**src/rtl/atapi_seq_pkg.sv**
```systemverilog
package atapi_seq_pkg;
  localparam logic [7:0] OP_PACKET = 8'hA0;
  localparam logic [7:0] OP_READ10 = 8'h28;
  localparam int BLK_CNT_W = 16;

  typedef enum logic [2:0] {
    S_IDLE, S_PKT_BSY, S_PKT_RX, S_FILL, S_XFER
  } seq_state_e;

  // Even-rounded limit; anything below 2 becomes 2 so a burst is never empty.
  function automatic logic [15:0] even_limit(input logic [15:0] raw);
    logic [15:0] e;
    e = {raw[15:1], 1'b0};
    return (e == 16'd0) ? 16'd2 : e;
  endfunction

  // Burst size: limit, or whatever remains if that is smaller.
  function automatic logic [15:0] burst_size(input logic [15:0] lim,
                                             input logic [31:0] rem);
    return (rem < {16'd0, lim}) ? rem[15:0] : lim;
  endfunction
endpackage

```
**src/rtl/atapi_cdb_rx.sv**
```systemverilog
module atapi_cdb_rx #(
  parameter int CDB_WORDS = 6
) (
  input  logic        clk,
  input  logic        rst_n,
  input  logic        clr,
  input  logic        wr_en,
  input  logic [15:0] wr_data,
  output logic        full,
  output logic [7:0]  opcode,
  output logic [31:0] lba,
  output logic [15:0] blocks
);
  localparam int IDX_W = $clog2(CDB_WORDS + 1);

  logic [IDX_W-1:0] idx_q;
  logic [7:0]       op_q;
  logic [31:0]      lba_q;
  logic [15:0]      blk_q;

  always_ff @(posedge clk or negedge rst_n) begin
    if (!rst_n) begin
      idx_q <= '0;
      op_q  <= '0;
      lba_q <= '0;
      blk_q <= '0;
    end else if (clr) begin
      idx_q <= '0;
    end else if (wr_en && (idx_q < IDX_W'(CDB_WORDS))) begin
      idx_q <= idx_q + 1'b1;
      // Low byte of word k is byte 2k; multi-byte fields are big-endian.
      case (idx_q)
        IDX_W'(0): op_q          <= wr_data[7:0];
        IDX_W'(1): lba_q[31:16]  <= {wr_data[7:0], wr_data[15:8]};
        IDX_W'(2): lba_q[15:0]   <= {wr_data[7:0], wr_data[15:8]};
        IDX_W'(3): blk_q[15:8]   <= wr_data[15:8];
        IDX_W'(4): blk_q[7:0]    <= wr_data[7:0];
        default: ;
      endcase
    end
  end

  assign full   = (idx_q == IDX_W'(CDB_WORDS));
  assign opcode = op_q;
  assign lba    = lba_q;
  assign blocks = blk_q;

  AST_CDB_IDX_RANGE: assert property (@(posedge clk) disable iff (!rst_n)
    idx_q <= IDX_W'(CDB_WORDS));
endmodule

```
**src/rtl/atapi_xfer_ctr.sv**
```systemverilog
module atapi_xfer_ctr
  import atapi_seq_pkg::*;
#(
  parameter int BLK_BYTES = 2048
) (
  input  logic                 clk,
  input  logic                 rst_n,
  input  logic                 load,
  input  logic [BLK_CNT_W-1:0] blocks,
  input  logic [15:0]          lim,
  input  logic                 start,
  input  logic                 consume,
  output logic                 last_all,
  output logic                 last_burst,
  output logic [15:0]          bc
);
  localparam int BLK_LOG = $clog2(BLK_BYTES);
  localparam int REM_W   = BLK_CNT_W + BLK_LOG;

  logic [REM_W-1:0] rem_q;
  logic [15:0]      left_q;
  logic [15:0]      bc_q;
  logic [15:0]      next_burst;

  assign next_burst = burst_size(lim, 32'(rem_q));

  always_ff @(posedge clk or negedge rst_n) begin
    if (!rst_n) begin
      rem_q  <= '0;
      left_q <= '0;
      bc_q   <= '0;
    end else begin
      if (load) rem_q <= {blocks, {BLK_LOG{1'b0}}};
      else if (consume) rem_q <= rem_q - REM_W'(2);
      if (start) begin
        left_q <= next_burst;
        bc_q   <= next_burst;
      end else if (consume) begin
        left_q <= left_q - 16'd2;
      end
    end
  end

  assign last_all   = (rem_q == REM_W'(2));
  assign last_burst = (left_q == 16'd2);
  assign bc         = bc_q;

  AST_NO_UNDERFLOW: assert property (@(posedge clk) disable iff (!rst_n)
    consume |-> (rem_q >= REM_W'(2)) && (left_q >= 16'd2));
  AST_BURST_CAP: assert property (@(posedge clk) disable iff (!rst_n)
    start |=> (bc_q <= $past(lim)) && (bc_q != 16'd0) && !bc_q[0]);
endmodule

```
**src/rtl/atapi_pio_seq.sv**
```systemverilog
module atapi_pio_seq
  import atapi_seq_pkg::*;
#(
  parameter int BLK_BYTES = 2048,
  parameter int CDB_WORDS = 6
) (
  input  logic                 clk,
  input  logic                 rst_n,
  input  logic                 cmd_valid,
  input  logic [7:0]           cmd_code,
  input  logic                 dma_sel,
  input  logic [15:0]          bcl,
  input  logic                 wr_valid,
  input  logic [15:0]          wr_data,
  input  logic                 rd_valid,
  output logic [15:0]          rd_data,
  input  logic                 intr_ack,
  output logic                 bsy,
  output logic                 drdy,
  output logic                 drq,
  output logic                 intrq,
  output logic [15:0]          bc_out,
  output logic                 src_open,
  output logic [31:0]          src_lba,
  output logic [BLK_CNT_W-1:0] src_blocks,
  output logic                 src_ready,
  input  logic                 src_valid,
  input  logic [15:0]          src_data
);
  seq_state_e  state_q, state_d;
  logic [15:0] lim_q;
  logic [15:0] hold_q;
  logic        need_burst_q;
  logic        intr_q;

  logic        cdb_full;
  logic [7:0]  cdb_op;
  logic [31:0] cdb_lba;
  logic [15:0] cdb_blocks;
  logic        last_all, last_burst;

  // Named events used by the control logic and by the assertions.
  logic accept_ev, cdb_wr_ev, decode_ev, rd_ok, open_ev, nodata_ev;
  logic take_ev, burst_start_ev, consume_ev, last_word_ev, done_ev;

  assign accept_ev      = (state_q == S_IDLE) && cmd_valid &&
                          (cmd_code == OP_PACKET) && !dma_sel;
  assign cdb_wr_ev      = (state_q == S_PKT_RX) && !cdb_full && wr_valid;
  assign decode_ev      = (state_q == S_PKT_RX) && cdb_full;
  assign rd_ok          = (cdb_op == OP_READ10) && (cdb_blocks != 16'd0);
  assign open_ev        = decode_ev && rd_ok;
  assign nodata_ev      = decode_ev && !rd_ok;
  assign take_ev        = (state_q == S_FILL) && src_valid;
  assign burst_start_ev = take_ev && need_burst_q;
  assign consume_ev     = (state_q == S_XFER) && rd_valid;
  assign last_word_ev   = consume_ev && last_all;
  assign done_ev        = last_word_ev || nodata_ev;

  atapi_cdb_rx #(.CDB_WORDS(CDB_WORDS)) cdb_i (
    .clk     (clk),
    .rst_n   (rst_n),
    .clr     (accept_ev),
    .wr_en   (cdb_wr_ev),
    .wr_data (wr_data),
    .full    (cdb_full),
    .opcode  (cdb_op),
    .lba     (cdb_lba),
    .blocks  (cdb_blocks)
  );

  atapi_xfer_ctr #(.BLK_BYTES(BLK_BYTES)) ctr_i (
    .clk        (clk),
    .rst_n      (rst_n),
    .load       (open_ev),
    .blocks     (cdb_blocks),
    .lim        (lim_q),
    .start      (burst_start_ev),
    .consume    (consume_ev),
    .last_all   (last_all),
    .last_burst (last_burst),
    .bc         (bc_out)
  );

  always_comb begin
    state_d = state_q;
    case (state_q)
      S_IDLE:    if (accept_ev) state_d = S_PKT_BSY;
      S_PKT_BSY: state_d = S_PKT_RX;
      S_PKT_RX:  if (decode_ev) state_d = rd_ok ? S_FILL : S_IDLE;
      S_FILL:    if (src_valid) state_d = S_XFER;
      S_XFER:    if (rd_valid) state_d = last_all ? S_IDLE : S_FILL;
      default:   state_d = S_IDLE;
    endcase
  end

  always_ff @(posedge clk or negedge rst_n) begin
    if (!rst_n) begin
      state_q      <= S_IDLE;
      lim_q        <= 16'd2;
      hold_q       <= '0;
      need_burst_q <= 1'b0;
      intr_q       <= 1'b0;
    end else begin
      state_q <= state_d;
      if (accept_ev) lim_q <= even_limit(bcl);
      if (take_ev) hold_q <= src_data;
      if (open_ev || (consume_ev && last_burst)) need_burst_q <= 1'b1;
      else if (burst_start_ev) need_burst_q <= 1'b0;
      if (burst_start_ev || done_ev) intr_q <= 1'b1;
      else if (intr_ack || accept_ev) intr_q <= 1'b0;
    end
  end

  assign bsy        = (state_q == S_PKT_BSY) || (state_q == S_FILL) ||
                      ((state_q == S_PKT_RX) && cdb_full);
  assign drq        = ((state_q == S_PKT_RX) && !cdb_full) || (state_q == S_XFER);
  assign drdy       = 1'b1;
  assign intrq      = intr_q;
  assign rd_data    = hold_q;
  assign src_open   = open_ev;
  assign src_lba    = cdb_lba;
  assign src_blocks = cdb_blocks;
  assign src_ready  = (state_q == S_FILL);

  AST_DRQ_BSY_EXCL: assert property (@(posedge clk) disable iff (!rst_n)
    !(drq && bsy));
  AST_BURST_INTR: assert property (@(posedge clk) disable iff (!rst_n)
    burst_start_ev |=> intrq && drq && !bsy);
  AST_FINAL_INTR: assert property (@(posedge clk) disable iff (!rst_n)
    done_ev |=> intrq && !drq && !bsy && drdy);
  AST_DMA_IGNORED: assert property (@(posedge clk) disable iff (!rst_n)
    ((state_q == S_IDLE) && cmd_valid && dma_sel) |=> !bsy && !drq);
  AST_LIMIT_HELD: assert property (@(posedge clk) disable iff (!rst_n)
    (state_q != S_IDLE) |=> $stable(lim_q));
  AST_FILL_BUSY: assert property (@(posedge clk) disable iff (!rst_n)
    (src_ready && !src_valid) |=> bsy && !drq);
endmodule

```
**config.mk**
```make
export PLATFORM = sky130hd
export DESIGN_NAME = atapi_pio_seq
export DESIGN_NICKNAME = d
export VERILOG_FILES = /design/src/rtl/atapi_seq_pkg.sv /design/src/rtl/atapi_cdb_rx.sv /design/src/rtl/atapi_xfer_ctr.sv /design/src/rtl/atapi_pio_seq.sv
export SDC_FILE = /design/constraint.sdc
export NUM_CORES = 1
export LEC_CHECK = 0
export ABC_CLOCK_PERIOD_IN_PS = 4100
export BUFFER_PORTS_ARGS = -buffer_cell sky130_fd_sc_hd__buf_4
export CAP_MARGIN = 10
export CORE_MARGIN = 2
export CORE_UTILIZATION = 59
export DETAILED_ROUTE_END_ITERATION = 10
export PLACE_DENSITY = 0.89
export SLEW_MARGIN = 20
export SYNTH_ARGS = -nofsm -noshare
export SYNTH_HDL_FRONTEND = slang
export SYNTH_SLANG_ARGS = --single-unit
```
**constraint.sdc**
```tcl
create_clock -name clk -period 4.1 [get_ports clk]
set_input_delay 0.41 -clock clk [delete_from_list [all_inputs] [get_ports clk]]
set_output_delay 0.41 -clock clk [all_outputs]
set_load 0.005 [all_outputs]
```
==> summary.md <==
| Metric | Value |
|---|---|
| Die area | `13100 um^2` |
| Drt pass-1 iters | `5` |
| Fraction of power consumed by sequential logic | `45.4%` |
| Via count | `5537` |
| Clock skew | `0.00802 ns` |
| Worst skew pair latency | `0.42 ns` |
| Worst Tran Pin Value | `1.04 ns` |
| Dpl cells | `912` |
| Peak supply drop | `414 uV` |
| Vias in the first global route | `5564` |
| Antenna-violating nets left | `0` |
| Power Internal | `3.21 mW` |
| Share of Yosys cell area claimed by the top area cell type | `52.2%` |
| Post-synth ARST share | `100%` |
| Worst hold path type | `in -> reg` |
| # fillers | `779` |
| EDFF count, synth | `0` |
| Ys Warns | `0` |
| Nets | `871` |
| Netlist cell types | `55` |
| DIE HEIGHT | `114 um` |
| Worst EP arrival | `3.15 ns` |
| Max Fclk | `281 MHz` |
| H-tree depth | `4` |
| Critical path, cell by cell | `nor4_1 -> nand2_1 -> nor2b_1 -> nand4_1 -> inv_1 -> buf_4` |
| Setup TNS | `0 ns` |
| Cells after synthesis | `640` |
| Clock Tree Root | `clkbuf_16` |
| Hpwl dp | `12100 um` |
| Area Overhead vs Synth | `25.0%` |
| Mapped Area | `7190 um^2` |
| Num CTS Buffers | `17` |
| Total wire length | `16700 um` |
| Initial drt markers | `291` |
| # IOs | `150` |
| CTS tree | `built` |
| Clock power share | `33.3%` |
| Total grt overflow | `0` |
| Tmin final | `3.56 ns` |
| Sw Ratio | `27.1%` |
| P_sw | `1.19 mW` |
| Status | `complete, no violations` |
| Starting Density | `60.1%` |
| Clk sinks | `151` |
| # port buffers | `146` |
| Synth Area per Inst | `11.2 um^2` |
| Longest Clk Path Bufs | `2` |
| Slowest cell delay on critical path | `0.71 ns` |
| Yosys top cell by area | `dfrtp_1` |
| Fraction of layout instances using a drive strength above 1 | `36.0%` |
| Avg Vias per Cell | `5.87` |
| Initial antenna violation count | `0` |
| Required time of the critical path | `3.69 ns` |
| Top cells by area, synth | `dfrtp_1, mux2_2, ha_1, nor2_1, a21oi_1` |
| Die Wd | `114 um` |
| Largest net degree at the start of global routing | `66` |
| # setup viols final | `0` |
| RSZ-0062 raised after global routing | `no` |
| Slew Limit Fails | `0` |
| Non-filler cells, final | `944` |
| Slew headroom | `30.2%` |
| CP endpoint kind | `output pin` |
| Final hold vios | `0` |
| Most frequent cells in the layout | `buf_4, dfrtp_1, mux2_2` |
| Cell area power density | `490 nW/um^2` |
| Max-cap violations | `0` |
| Core ar. | `12000 um^2` |
| Slowest cell on the critical path | `inv_1` |
| Ys flop type | `dfrtp_1` |
| Leakage | `4.36 nW` |
| Startpoint Class | `flop` |
| Ant. Diodes | `0` |
| First-pass GRT wire length | `27200 um` |
| Clk slew on worst S/H paths | `0.06 ns` |
| Drt drc | `0` |
| Syn nets | `726` |
| Gate power share | `21.2%` |
| Per-cell routed wire length | `17.7 um` |
| FF+latch count, synth | `151` |
| Gpl congestion | `0.905` |
| Num rows | `40` |
| Global Route Usage Sum | `26.8%` |
| Seq/Total Area, Yosys | `52.6%` |
| Commonest non-fill, non-tap cell in the layout | `buf_4` |
| Critical path class | `reg -> out` |
| Maximum fanout along the worst path | `15` |
| Crit share post-route | `86.8%` |
| Post-cts gate resize count | `0` |
## cell families after synthesis
logic type	share of synthesized area [%]
adder cells (fa/ha/maj)	3.83
AND/OR/NAND/NOR	14.0
multiplexers	15.7
flip-flops	52.6
buffers and inverters	2.96
other	0.104
AO/OA/AOI/OAI	7.47
XOR/XNOR	3.41
## registers in the layout (all words and copies together), names as in the netlist
register	flops
cdb_i.blocks	16
cdb_i.idx_q	3
cdb_i.lba	32
cdb_i.opcode	8
ctr_i.bc	15
ctr_i.left_q	15
ctr_i.rem_q	26
intrq	1
lim_q	15
need_burst_q	1
rd_data	16
state_q	3
## per-layer routing
metal,wire [um],GRT usage [%],share of wire (%),vias to the layer above
li1,-,-,-,2558
met1,6890,33.4,41,2733
met2,8370,45.6,50,218
met3,1190,6.88,7.1,28
met4,298,8.94,1.8,0
met5,0,0,0,-
## Yosys cell counts, types with 18 or more instances
| master | instances |
|---|---|
| o21ai_0 | 20 |
| nand2_1 | 41 |
| dfrtp_1 | 150 |
| nor2_1 | 61 |
| xnor2_1 | 20 |
| ha_1 | 22 |
| nor4_1 | 18 |
| mux2_2 | 86 |
| inv_1 | 27 |
| clkbuf_1 | 22 |
| a21oi_1 | 43 |
| nand3_1 | 18 |
## worst max-delay path, delay by kind of cell (launching register included)
family / cells / cell delay, ns
buf+inv: 2 / 0.93
flops: 1 / 0.38
simple gates: 4 / 1.40
## worst paths after layout
kind                                          endpoint  slack [ns]                        start  depth (start not counted)
hold / removal                  state_q[2]$_DFFE_PN0P_        0.20                     rd_valid                          2
setup / recovery                              src_open        0.54  cdb_i.opcode[7]$_DFFE_PN0P_                          6
min in group asynchronous     ctr_i.bc[12]$_DFFE_PN0P_        0.56                        rst_n                          2
hold reg to reg               need_burst_q$_DFFE_PN0P_        0.49     need_burst_q$_DFFE_PN0P_                          2
max in group asynchronous  ctr_i.rem_q[16]$_DFFE_PN0P_        2.54                        rst_n                          3
setup reg to reg           ctr_i.rem_q[25]$_DFFE_PN0P_        0.94  cdb_i.opcode[7]$_DFFE_PN0P_                          8
## power groups by stage
| stage | Combinational [mW] | Clock (mW) | Sequential, mW |
|---|---|---|---|
| 2_1_floorplan | 0.414 | 0 | 1.98 |
| 3_3_place_gp | 0.893 | 0 | 2.00 |
| 3_5_place_dp | 0.941 | 0 | 2.02 |
| 4_1_cts | 0.948 | 1.48 | 2.00 |
| 5_1_grt | 1.02 | 1.55 | 2.04 |
| 6_report | 0.935 | 1.47 | 2.00 |
## final cells by class
cell class	count	area [um^2]	share of cell area, %
inverters	27	101	1.13
clock buffers	20	457	5.08
clock inverters	11	101	1.13
multi-input cells	435	3210	35.7
well taps	147	184	2.05
flip-flops and latches	151	3780	42.1
repair buffers	153	1150	12.9
## what timing repair did
action,CTS,global route
endpoints found under the hold margin,29,0
hold buffers,1,0
setup buffers,0,0
## stage by stage
step	area [um^2]	power [mW]	utilization (%)	worst slack [ns]	hold slack [ns]
finish	8990	4.40	75.1	0.541	0.202
floorplan	7190	2.39	-	1.63	0.114
global placement	8420	2.89	70.4	1.19	0.427
global route	8990	4.61	75.1	0.447	0.211
CTS	8990	4.43	75.1	0.581	0.188
detailed placement	8420	2.96	70.4	1.09	0.439
No activity file was read; power rests on OpenSTA's default activity.
